$ cat src/rtl/ecf_pkg.sv
package ecf_pkg;

  typedef enum logic [1:0] {
    MODE_OFF  = 2'd0,
    MODE_LOOP = 2'd1,
    MODE_LINE = 2'd2
  } ecf_mode_e;

  function automatic ecf_mode_e mode_of(input logic pd_n, input logic loop_en);
    ecf_mode_e m;
    if (!pd_n)        m = MODE_OFF;
    else if (loop_en) m = MODE_LOOP;
    else              m = MODE_LINE;
    return m;
  endfunction

endpackage

$ cat src/rtl/ecf_rst_sync.sv
module ecf_rst_sync #(
  parameter int STAGES = 2
) (
  input  logic clk_i,
  input  logic rst_ni,
  output logic rst_sync_no
);
  logic [STAGES-1:0] chain_q;

  always_ff @(posedge clk_i or negedge rst_ni) begin
    if (!rst_ni) chain_q <= '0;
    else         chain_q <= {chain_q[STAGES-2:0], 1'b1};
  end

  assign rst_sync_no = chain_q[STAGES-1];
endmodule

$ cat src/rtl/ecf_word_sel.sv
module ecf_word_sel #(
  parameter int PAYLOAD_W = 16,
  localparam int FRAME_W  = PAYLOAD_W + 2
) (
  input  logic [PAYLOAD_W-1:0] payload_i,
  input  logic                 sync_i,
  output logic [PAYLOAD_W-1:0] word_o,
  output logic [FRAME_W-1:0]   frame_o
);
  logic [PAYLOAD_W-1:0] train_pat;

  // training pattern: lower half ones, upper half zeros (ones leave first)
  for (genvar i = 0; i < PAYLOAD_W; i++) begin : g_pat
    if (i < PAYLOAD_W / 2) begin : g_one
      assign train_pat[i] = 1'b1;
    end else begin : g_zero
      assign train_pat[i] = 1'b0;
    end
  end

  always_comb begin
    word_o  = sync_i ? train_pat : payload_i;
    // bit 0 leaves first: high clock bit, payload LSB..MSB, low clock bit
    frame_o = {1'b0, word_o, 1'b1};
  end
endmodule

$ cat src/rtl/ecf_bit_timer.sv
module ecf_bit_timer
  import ecf_pkg::*;
#(
  parameter int FRAME_W  = 18,
  localparam int CNT_W   = $clog2(FRAME_W),
  localparam logic [CNT_W-1:0] LAST = CNT_W'(FRAME_W - 1)
) (
  input  logic             clk_i,
  input  logic             rst_ni,
  input  ecf_mode_e        mode_i,
  input  logic             stb_i,
  output logic             load_o,
  output logic             clr_o,
  output logic             busy_o,
  output logic [CNT_W-1:0] cnt_o
);
  logic             busy_q, busy_d;
  logic [CNT_W-1:0] cnt_q, cnt_d;
  logic             at_last;

  assign at_last = busy_q && (cnt_q == LAST);
  assign clr_o   = (mode_i != MODE_LINE);
  assign load_o  = (mode_i == MODE_LINE) && stb_i && (!busy_q || at_last);

  always_comb begin
    busy_d = busy_q;
    cnt_d  = cnt_q;
    if (clr_o) begin
      busy_d = 1'b0;
      cnt_d  = '0;
    end else if (load_o) begin
      busy_d = 1'b1;
      cnt_d  = '0;
    end else if (at_last) begin
      busy_d = 1'b0;
      cnt_d  = '0;
    end else if (busy_q) begin
      cnt_d  = cnt_q + CNT_W'(1);
    end
  end

  always_ff @(posedge clk_i or negedge rst_ni) begin
    if (!rst_ni) begin
      busy_q <= 1'b0;
      cnt_q  <= '0;
    end else begin
      busy_q <= busy_d;
      cnt_q  <= cnt_d;
    end
  end

  assign busy_o = busy_q;
  assign cnt_o  = cnt_q;
endmodule

$ cat src/rtl/ecf_frame_shift.sv
module ecf_frame_shift #(
  parameter int FRAME_W = 18
) (
  input  logic               clk_i,
  input  logic               rst_ni,
  input  logic               clr_i,
  input  logic               load_i,
  input  logic               shift_en_i,
  input  logic [FRAME_W-1:0] frame_i,
  output logic               bit_o
);
  logic [FRAME_W-1:0] sreg_q, sreg_d;
  logic               upd;

  assign upd = clr_i || load_i || shift_en_i;

  always_comb begin
    sreg_d = sreg_q;
    if (clr_i)           sreg_d = '0;
    else if (load_i)     sreg_d = frame_i;
    else if (shift_en_i) sreg_d = {1'b0, sreg_q[FRAME_W-1:1]};
  end

  always_ff @(posedge clk_i or negedge rst_ni) begin
    if (!rst_ni)  sreg_q <= '0;
    else if (upd) sreg_q <= sreg_d;
  end

  assign bit_o = sreg_q[0];
endmodule

$ cat src/rtl/ecf_loop_port.sv
module ecf_loop_port #(
  parameter int PAYLOAD_W = 16
) (
  input  logic                 clk_i,
  input  logic                 rst_ni,
  input  logic                 cap_i,
  input  logic [PAYLOAD_W-1:0] word_i,
  output logic [PAYLOAD_W-1:0] data_o,
  output logic                 vld_o
);
  logic [PAYLOAD_W-1:0] data_q;
  logic                 vld_q;

  always_ff @(posedge clk_i or negedge rst_ni) begin
    if (!rst_ni)    data_q <= '0;
    else if (cap_i) data_q <= word_i;
  end

  always_ff @(posedge clk_i or negedge rst_ni) begin
    if (!rst_ni) vld_q <= 1'b0;
    else         vld_q <= cap_i;
  end

  assign data_o = data_q;
  assign vld_o  = vld_q;
endmodule

$ cat src/rtl/ecf_serializer.sv
module ecf_serializer
  import ecf_pkg::*;
#(
  parameter int PAYLOAD_W = 16,
  localparam int FRAME_W  = PAYLOAD_W + 2,
  localparam int CNT_W    = $clog2(FRAME_W)
) (
  input  logic                 clk_i,
  input  logic                 rst_ni,
  input  logic                 word_stb_i,
  input  logic [PAYLOAD_W-1:0] payload_i,
  input  logic                 sync_req_i,
  input  logic                 tx_pd_ni,
  input  logic                 loop_en_i,
  output logic                 ser_o,
  output logic                 ser_oe_o,
  output logic [PAYLOAD_W-1:0] loop_data_o,
  output logic                 loop_vld_o
);
  logic                 rst_sync_n;
  ecf_mode_e            mode;
  logic [PAYLOAD_W-1:0] sel_word;
  logic [FRAME_W-1:0]   sel_frame;
  logic                 ld, clr, busy, line_bit, loop_cap;
  logic [CNT_W-1:0]     bit_cnt;

  ecf_rst_sync #(.STAGES(2)) u_rst (
    .clk_i(clk_i), .rst_ni(rst_ni), .rst_sync_no(rst_sync_n)
  );

  assign mode = mode_of(tx_pd_ni, loop_en_i);

  ecf_word_sel #(.PAYLOAD_W(PAYLOAD_W)) u_sel (
    .payload_i(payload_i), .sync_i(sync_req_i),
    .word_o(sel_word), .frame_o(sel_frame)
  );

  ecf_bit_timer #(.FRAME_W(FRAME_W)) u_tmr (
    .clk_i(clk_i), .rst_ni(rst_sync_n), .mode_i(mode), .stb_i(word_stb_i),
    .load_o(ld), .clr_o(clr), .busy_o(busy), .cnt_o(bit_cnt)
  );

  ecf_frame_shift #(.FRAME_W(FRAME_W)) u_shf (
    .clk_i(clk_i), .rst_ni(rst_sync_n), .clr_i(clr), .load_i(ld),
    .shift_en_i(busy), .frame_i(sel_frame), .bit_o(line_bit)
  );

  assign loop_cap = (mode == MODE_LOOP) && word_stb_i;

  ecf_loop_port #(.PAYLOAD_W(PAYLOAD_W)) u_lpb (
    .clk_i(clk_i), .rst_ni(rst_sync_n), .cap_i(loop_cap),
    .word_i(sel_word), .data_o(loop_data_o), .vld_o(loop_vld_o)
  );

  assign ser_oe_o = (mode == MODE_LINE);
  assign ser_o    = line_bit & ser_oe_o;
endmodule

$ cat config.mk
export PLATFORM = sky130hd
export DESIGN_NAME = ecf_serializer
export DESIGN_NICKNAME = d
export VERILOG_FILES = /design/src/rtl/ecf_pkg.sv /design/src/rtl/ecf_rst_sync.sv /design/src/rtl/ecf_word_sel.sv /design/src/rtl/ecf_bit_timer.sv /design/src/rtl/ecf_frame_shift.sv /design/src/rtl/ecf_loop_port.sv /design/src/rtl/ecf_serializer.sv
export SDC_FILE = /design/constraint.sdc
export NUM_CORES = 1
export LEC_CHECK = 0
export BUFFER_PORTS_ARGS = -buffer_cell sky130_fd_sc_hd__buf_4
export CORE_ASPECT_RATIO = 1.1
export CORE_UTILIZATION = 49
export DETAILED_ROUTE_END_ITERATION = 10
export PLACE_DENSITY = 0.72
export SLEW_MARGIN = 20
export SYNTH_ARGS = -nofsm -noshare
export SYNTH_HDL_FRONTEND = slang
export SYNTH_SLANG_ARGS = --single-unit
$ cat constraint.sdc
create_clock -name clk_i -period 3.3 [get_ports clk_i]
set_clock_uncertainty 0.15 [all_clocks]
set_input_delay 0.495 -clock clk_i [delete_from_list [all_inputs] [get_ports clk_i]]
set_output_delay 0.495 -clock clk_i [all_outputs]
set_load 0.05 [all_outputs]
Yosys cells after proc, flatten, opt, wreduce, memory -nomap -nowiden
Cells that the tools add are included.
{"block": "classes", "n_addsub": 1, "n_eq_ne": 4, "n_mux": 13, "bitwise_logic": 1, "n_reduce_logical": 12}
{"cell": "$mux W18", "count": 3}
{"cell": "$mux W5", "count": 4}
{"cell": "$mux W16", "count": 1}
{"cell": "$reduce_bool A3 Y1", "count": 2}
{"cell": "$add A5 B1 Y5 const B", "count": 1}
{"cell": "$eq A5 B5 Y1 const B", "count": 1}
{"cell": "$logic_and A1 B1 Y1", "count": 4}
{"cell": "$mux W2", "count": 2}
{"cell": "$reduce_bool A4 Y1", "count": 1}
{"cell": "$logic_or A1 B1 Y1", "count": 3}
{"cell": "$mux W1", "count": 3}
{"cell": "$eq A2 B1 Y1 const B", "count": 1}
{"cell": "$eq A2 B2 Y1 const B", "count": 1}
{"cell": "$ne A2 B2 Y1 const B", "count": 1}
{"cell": "$reduce_and A2 Y1", "count": 1}
{"cell": "$and A1 B1 Y1", "count": 1}
{"cell": "$logic_not A1 Y1", "count": 1}
{"block": "totals", "reg_bits": 43, "out_inout_bits": 19, "wordCells": 37}

Logic depth before layout (Yosys ltp)
{"block": "depth", "word_depth": 8, "depth_mapped": 8, "ltp_nobuf": 6}

Cells and area by module
From an unflattened synthesis, not the netlist that was laid out.
{"block": "hier_totals", "cells_unflattened": 196, "area_unflattened_um2": 2336.0}
{"mod": "ecf_frame_shift", "n_inst": 1, "cells_per_inst": 80, "area_each_um2": 929.6, "seq_area_each_um2": 450.4}
{"mod": "ecf_loop_port", "n_inst": 1, "cells_per_inst": 35, "area_each_um2": 674.4, "seq_area_each_um2": 425.4}
{"mod": "ecf_bit_timer", "n_inst": 1, "cells_per_inst": 37, "area_each_um2": 382.9, "seq_area_each_um2": 150.1}
{"mod": "ecf_word_sel", "n_inst": 1, "cells_per_inst": 37, "area_each_um2": 261.5, "seq_area_each_um2": 0.0}
{"mod": "ecf_rst_sync", "n_inst": 1, "cells_per_inst": 3, "area_each_um2": 53.8, "seq_area_each_um2": 50.0}
{"mod": "ecf_serializer", "n_inst": 1, "cells_per_inst": 4, "area_each_um2": 33.8, "seq_area_each_um2": 0.0}

Worst setup path after synthesis
Ideal clock, no wire load.
{"block": "synth_timing", "kind": "in2out", "start": "input port loop_en_i", "end": "output port ser_o", "t_arrival_ns": 1.681, "required_ns": 2.655, "slack_ns": 0.974, "stages": 4, "n_path_buf": 2, "cell_sequence": "nand2b_1 clkbuf_1 clkbuf_1 nor2_1"}
{"block": "synth_via", "elab_chain_cells": 4}
{"item": "from (decl)", "line": "ecf_serializer.sv:14", "source": "input logic loop_en_i,"}
{"item": "$mux W2", "line": "ecf_pkg.sv:12", "source": "else if (loop_en) m = MODE_LOOP;"}
{"item": "$mux W2", "line": "ecf_pkg.sv:11", "source": "if (!pd_n) m = MODE_OFF;"}
{"item": "$eq A2 B2 Y1", "line": "ecf_serializer.sv:55", "source": "assign ser_oe_o = (mode == MODE_LINE);"}
{"item": "$and A1 B1 Y1", "line": "ecf_serializer.sv:56", "source": "assign ser_o = line_bit & ser_oe_o;"}
{"item": "to (decl)", "line": "ecf_serializer.sv:15", "source": "output logic ser_o,"}
Every way passes these cells.

Worst setup path in the final report
{"block": "layout_timing", "start": "register u_tmr.busy_q (netlist: u_tmr.busy_o)", "end": "register u_tmr.cnt_q[2] (netlist: u_tmr.cnt_o[2])"}
{"block": "layout_via", "elab_chain_cells": 5, "word_cells_on_any_way": 8, "classes_between": "mux: 3; reduce/logical: 5"}
{"item": "from (decl)", "line": "ecf_bit_timer.sv:17", "source": "logic busy_q, busy_d;"}
{"item": "from (signal assigned)", "line": "ecf_bit_timer.sv:47", "source": "busy_q <= busy_d;"}
{"item": "$logic_not A1 Y1 or $logic_and A1 B1 Y1 (tied branches)", "line": "ecf_bit_timer.sv:23, ecf_bit_timer.sv:21"}
{"item": "$logic_or A1 B1 Y1", "line": "ecf_bit_timer.sv:23", "source": "assign load_o = (mode_i == MODE_LINE) && stb_i && (!busy_q || at_last);"}
{"item": "$logic_and A1 B1 Y1", "line": "ecf_bit_timer.sv:23"}
{"item": "$mux W5", "line": "ecf_bit_timer.sv:31", "source": "end else if (load_o) begin"}
{"item": "$mux W5", "line": "ecf_bit_timer.sv:28", "source": "if (clr_o) begin"}
{"item": "to (signal assigned)", "line": "ecf_bit_timer.sv:48", "source": "cnt_q <= cnt_d;"}
{"item": "to (decl)", "line": "ecf_bit_timer.sv:18", "source": "logic [CNT_W-1:0] cnt_q, cnt_d;"}
Parallel ways exist; a longest one is shown, timed or not.
A chain may end at the register's enable or synchronous reset.

==> metrics.cfg <==
[floorplanning]
ios = 41
die_x_um = 63.14
initial_core_util_pct = 50.82
floorplan.rows = 24
die_height_um = 69.25
die-area_um2 = 4372
design.core.area_um2 = 3964

[setup_path]
path_buf_inv = 1
cp-end-kind = register
critPathTopFamily = flip-flops
cp_slowest_cell = dfrtp_1
cp.required_ns = 3.37
worstPathArrival_ns = 2.11
worst-setup-path-type = reg -> reg
crit_chain = clkinv_1 > nor2_1 > o21ai_0 > a21oi_1
cp-start-kind = register
critPathMaxFanout = 26
slowest_delay_ns = 0.87

[cts]
htree_num_levels = 2
root_buffer = clkbuf_8
clk_pin_slew_ns = 0.08
ctsLongestPathBuffers = 2
cts_buffers = 5
cts_tree = done
cts_setup_buffers = 0
clock_latency_ns = 0.30
cts.sinks = 42

[sta]
min_period_over_period_pct = 61.63
final-setup-viol-count = 0
worstMarginPinSlew_ns = 0.8070
max_freq_ghz = 0.4917
final_hold_viol_count = 0
setup_tns_ns = 0
setup_slack_ns = 1.266
slew_violations = 0
period_minus_slack_ns = 2.034
relSlewSlack_pct = 46.20
hold_slack_ns = 0.07197
rsz0062_at_grt = no

[logic_synthesis]
syn_area_per_cell_um2 = 9.074
yosysMostFrequentCell = dfrtp_1
synthDistinctLibCells = 37
syn_area_um2 = 2014
synth_edf_count = 0
yosysTopAreaCellShare_pct = 52.17
syn_nets = 246
syn_inst = 222
synth_top_cells_by_count = 42 x dfrtp_1, 35 x nor2_1, 29 x nand2_1, 29 x o21ai_0, 14 x a21oi_1
ys_warn_count = 0
ys.flop_type = dfrtp_1
ys_ff_latch = 42
synthTopCellsByArea = dfrtp_1 52%, o21ai_0 7.2%, nor2_1 6.5%
yosysTopAreaCell = dfrtp_1
async_flop_share_pct = 100.0
synth.yosys.seq_area_share_pct = 52.17

[placement]
dp_slack_ns = 1.311
numPortBuffers = 40
gp_congestion = 0.7671
place_hpwl_um = 3124

[drt]
vias = 1732
routedWlPerCell_um = 14.77
drt_pass1_iterations = 4
ant_nets = 0
drtIter0Drc = 160
via_per_inst = 5.534
routed_wl_um = 4624
drc = 0

[hold_path]
hold_class = reg -> async

[global_route]
grt.total_usage_pct = 22.91
grt-ovfl-total = 0
grt_pass1_vias = 1683
grt_max_degree = 34
antenna_found_initial = 0
grt_pass1_wl_um = 7721

[power]
p_leak_uw = 0.001133
worst_ir_drop_vdd_mv = 0.3013
powerDensity_nw_per_um2 = 521.9

[finish]
diodes = 0
area_growth_syn_to_layout_pct = 21.80
nets = 284
layout-drive-gt1-share_pct = 22.61

[flow_run]
cap_violations = 0

[status]
status = completed

-- timing repair --
item / 4_1_cts / 5_1_grt
resized for setup: 0 / 0
hold endpoints to repair: 2 / 0
hold buffers: 1 / 0
-- placed cells by master (no fill, tap or decap), drive strengths merged, types with 3 or more instances in the layout --
| cell | count |
|---|---|
| o21ai | 30 |
| clkbuf | 5 |
| dfrtp | 42 |
| inv | 5 |
| nor3 | 3 |
| nand3 | 3 |
| buf | 44 |
| a31oi | 8 |
| a211oi | 9 |
| nor2b | 4 |
| a21oi | 15 |
| nand2 | 29 |
| o2bb2ai | 3 |
| nor2 | 35 |
-- sequential cells by signal, summed over array words and instances (netlist names) --
register,count
u_lpb.vld_o,1
u_lpb.data_o,16
u_shf.sreg_q,17
u_tmr.busy_o,1
u_tmr.cnt_o,5
u_rst.chain_q,2
-- cell families after synthesis --
| group | synth area share [%] |
|---|---|
| buffers and inverters | 5.279 |
| flip-flops | 52.17 |
| adder cells (fa/ha/maj) | 1.242 |
| XOR/XNOR | 0.8697 |
| AND/OR/NAND/NOR | 17.76 |
| AO/OA/AOI/OAI | 22.49 |
| other | 0.1862 |
-- final cells by class --
cell class              instances  area [um2]
fillers                       375        1510
flip-flops and latches         42        1051
multi-input cells             159       857.1
repair buffers                 45       340.3
clock buffers                   5       68.82
well taps                      52       65.06
clock inverters                 3       45.04
inverters                       7       26.28
-- power breakdown --
part           leakage (uW)  total [uW]  internal [uW]  switching [uW]
combinational      0.000531         285           89.7             195
sequential         0.000552         583            555            28.4
clock             0.0000504         412            225             187
-- through the flow --
stage	area [um2]	power [uW]	util (%)	std cells
floorplan	2014	781.7	-	222
global placement	2330	873.9	58.78	304
detailed placement	2330	878.9	58.78	304
CTS	2454	1290	61.90	313
global route	2454	1328	61.90	313
finish	2454	1280	61.90	313
-- worst paths after layout --
path                                             from                      endpoint  slack [ns]  cells past startpoint
setup reg to reg             u_tmr.busy_o$_DFFE_PN0P_    u_tmr.cnt_o[2]$_DFFE_PN0P_        1.27                      4
max in group asynchronous  u_rst.chain_q[1]$_DFF_PN0_  u_lpb.data_o[14]$_DFFE_PN0P_        2.16                      1
min in group clk_i         u_rst.chain_q[0]$_DFF_PN0_    u_rst.chain_q[1]$_DFF_PN0_        0.22                      0
hold reg to reg            u_rst.chain_q[1]$_DFF_PN0_    u_tmr.cnt_o[2]$_DFFE_PN0P_        0.07                      0
hold / removal             u_rst.chain_q[1]$_DFF_PN0_    u_tmr.cnt_o[2]$_DFFE_PN0P_        0.07                      0
setup / recovery             u_tmr.busy_o$_DFFE_PN0P_    u_tmr.cnt_o[2]$_DFFE_PN0P_        1.27                      4
-- metal layers --
| metal | vias to the layer above | track usage [%] | share of wire, % |
|---|---|---|---|
| met4 | 0 | 9.561 | 1.4 |
| met1 | 844 | 31.25 | 46 |
| met3 | 8 | 3.947 | 4.0 |
| met2 | 37 | 35.96 | 49 |
| met5 | - | 0 | 0 |
| li1 | 843 | - | - |
(Power assumes the default switching activity.)
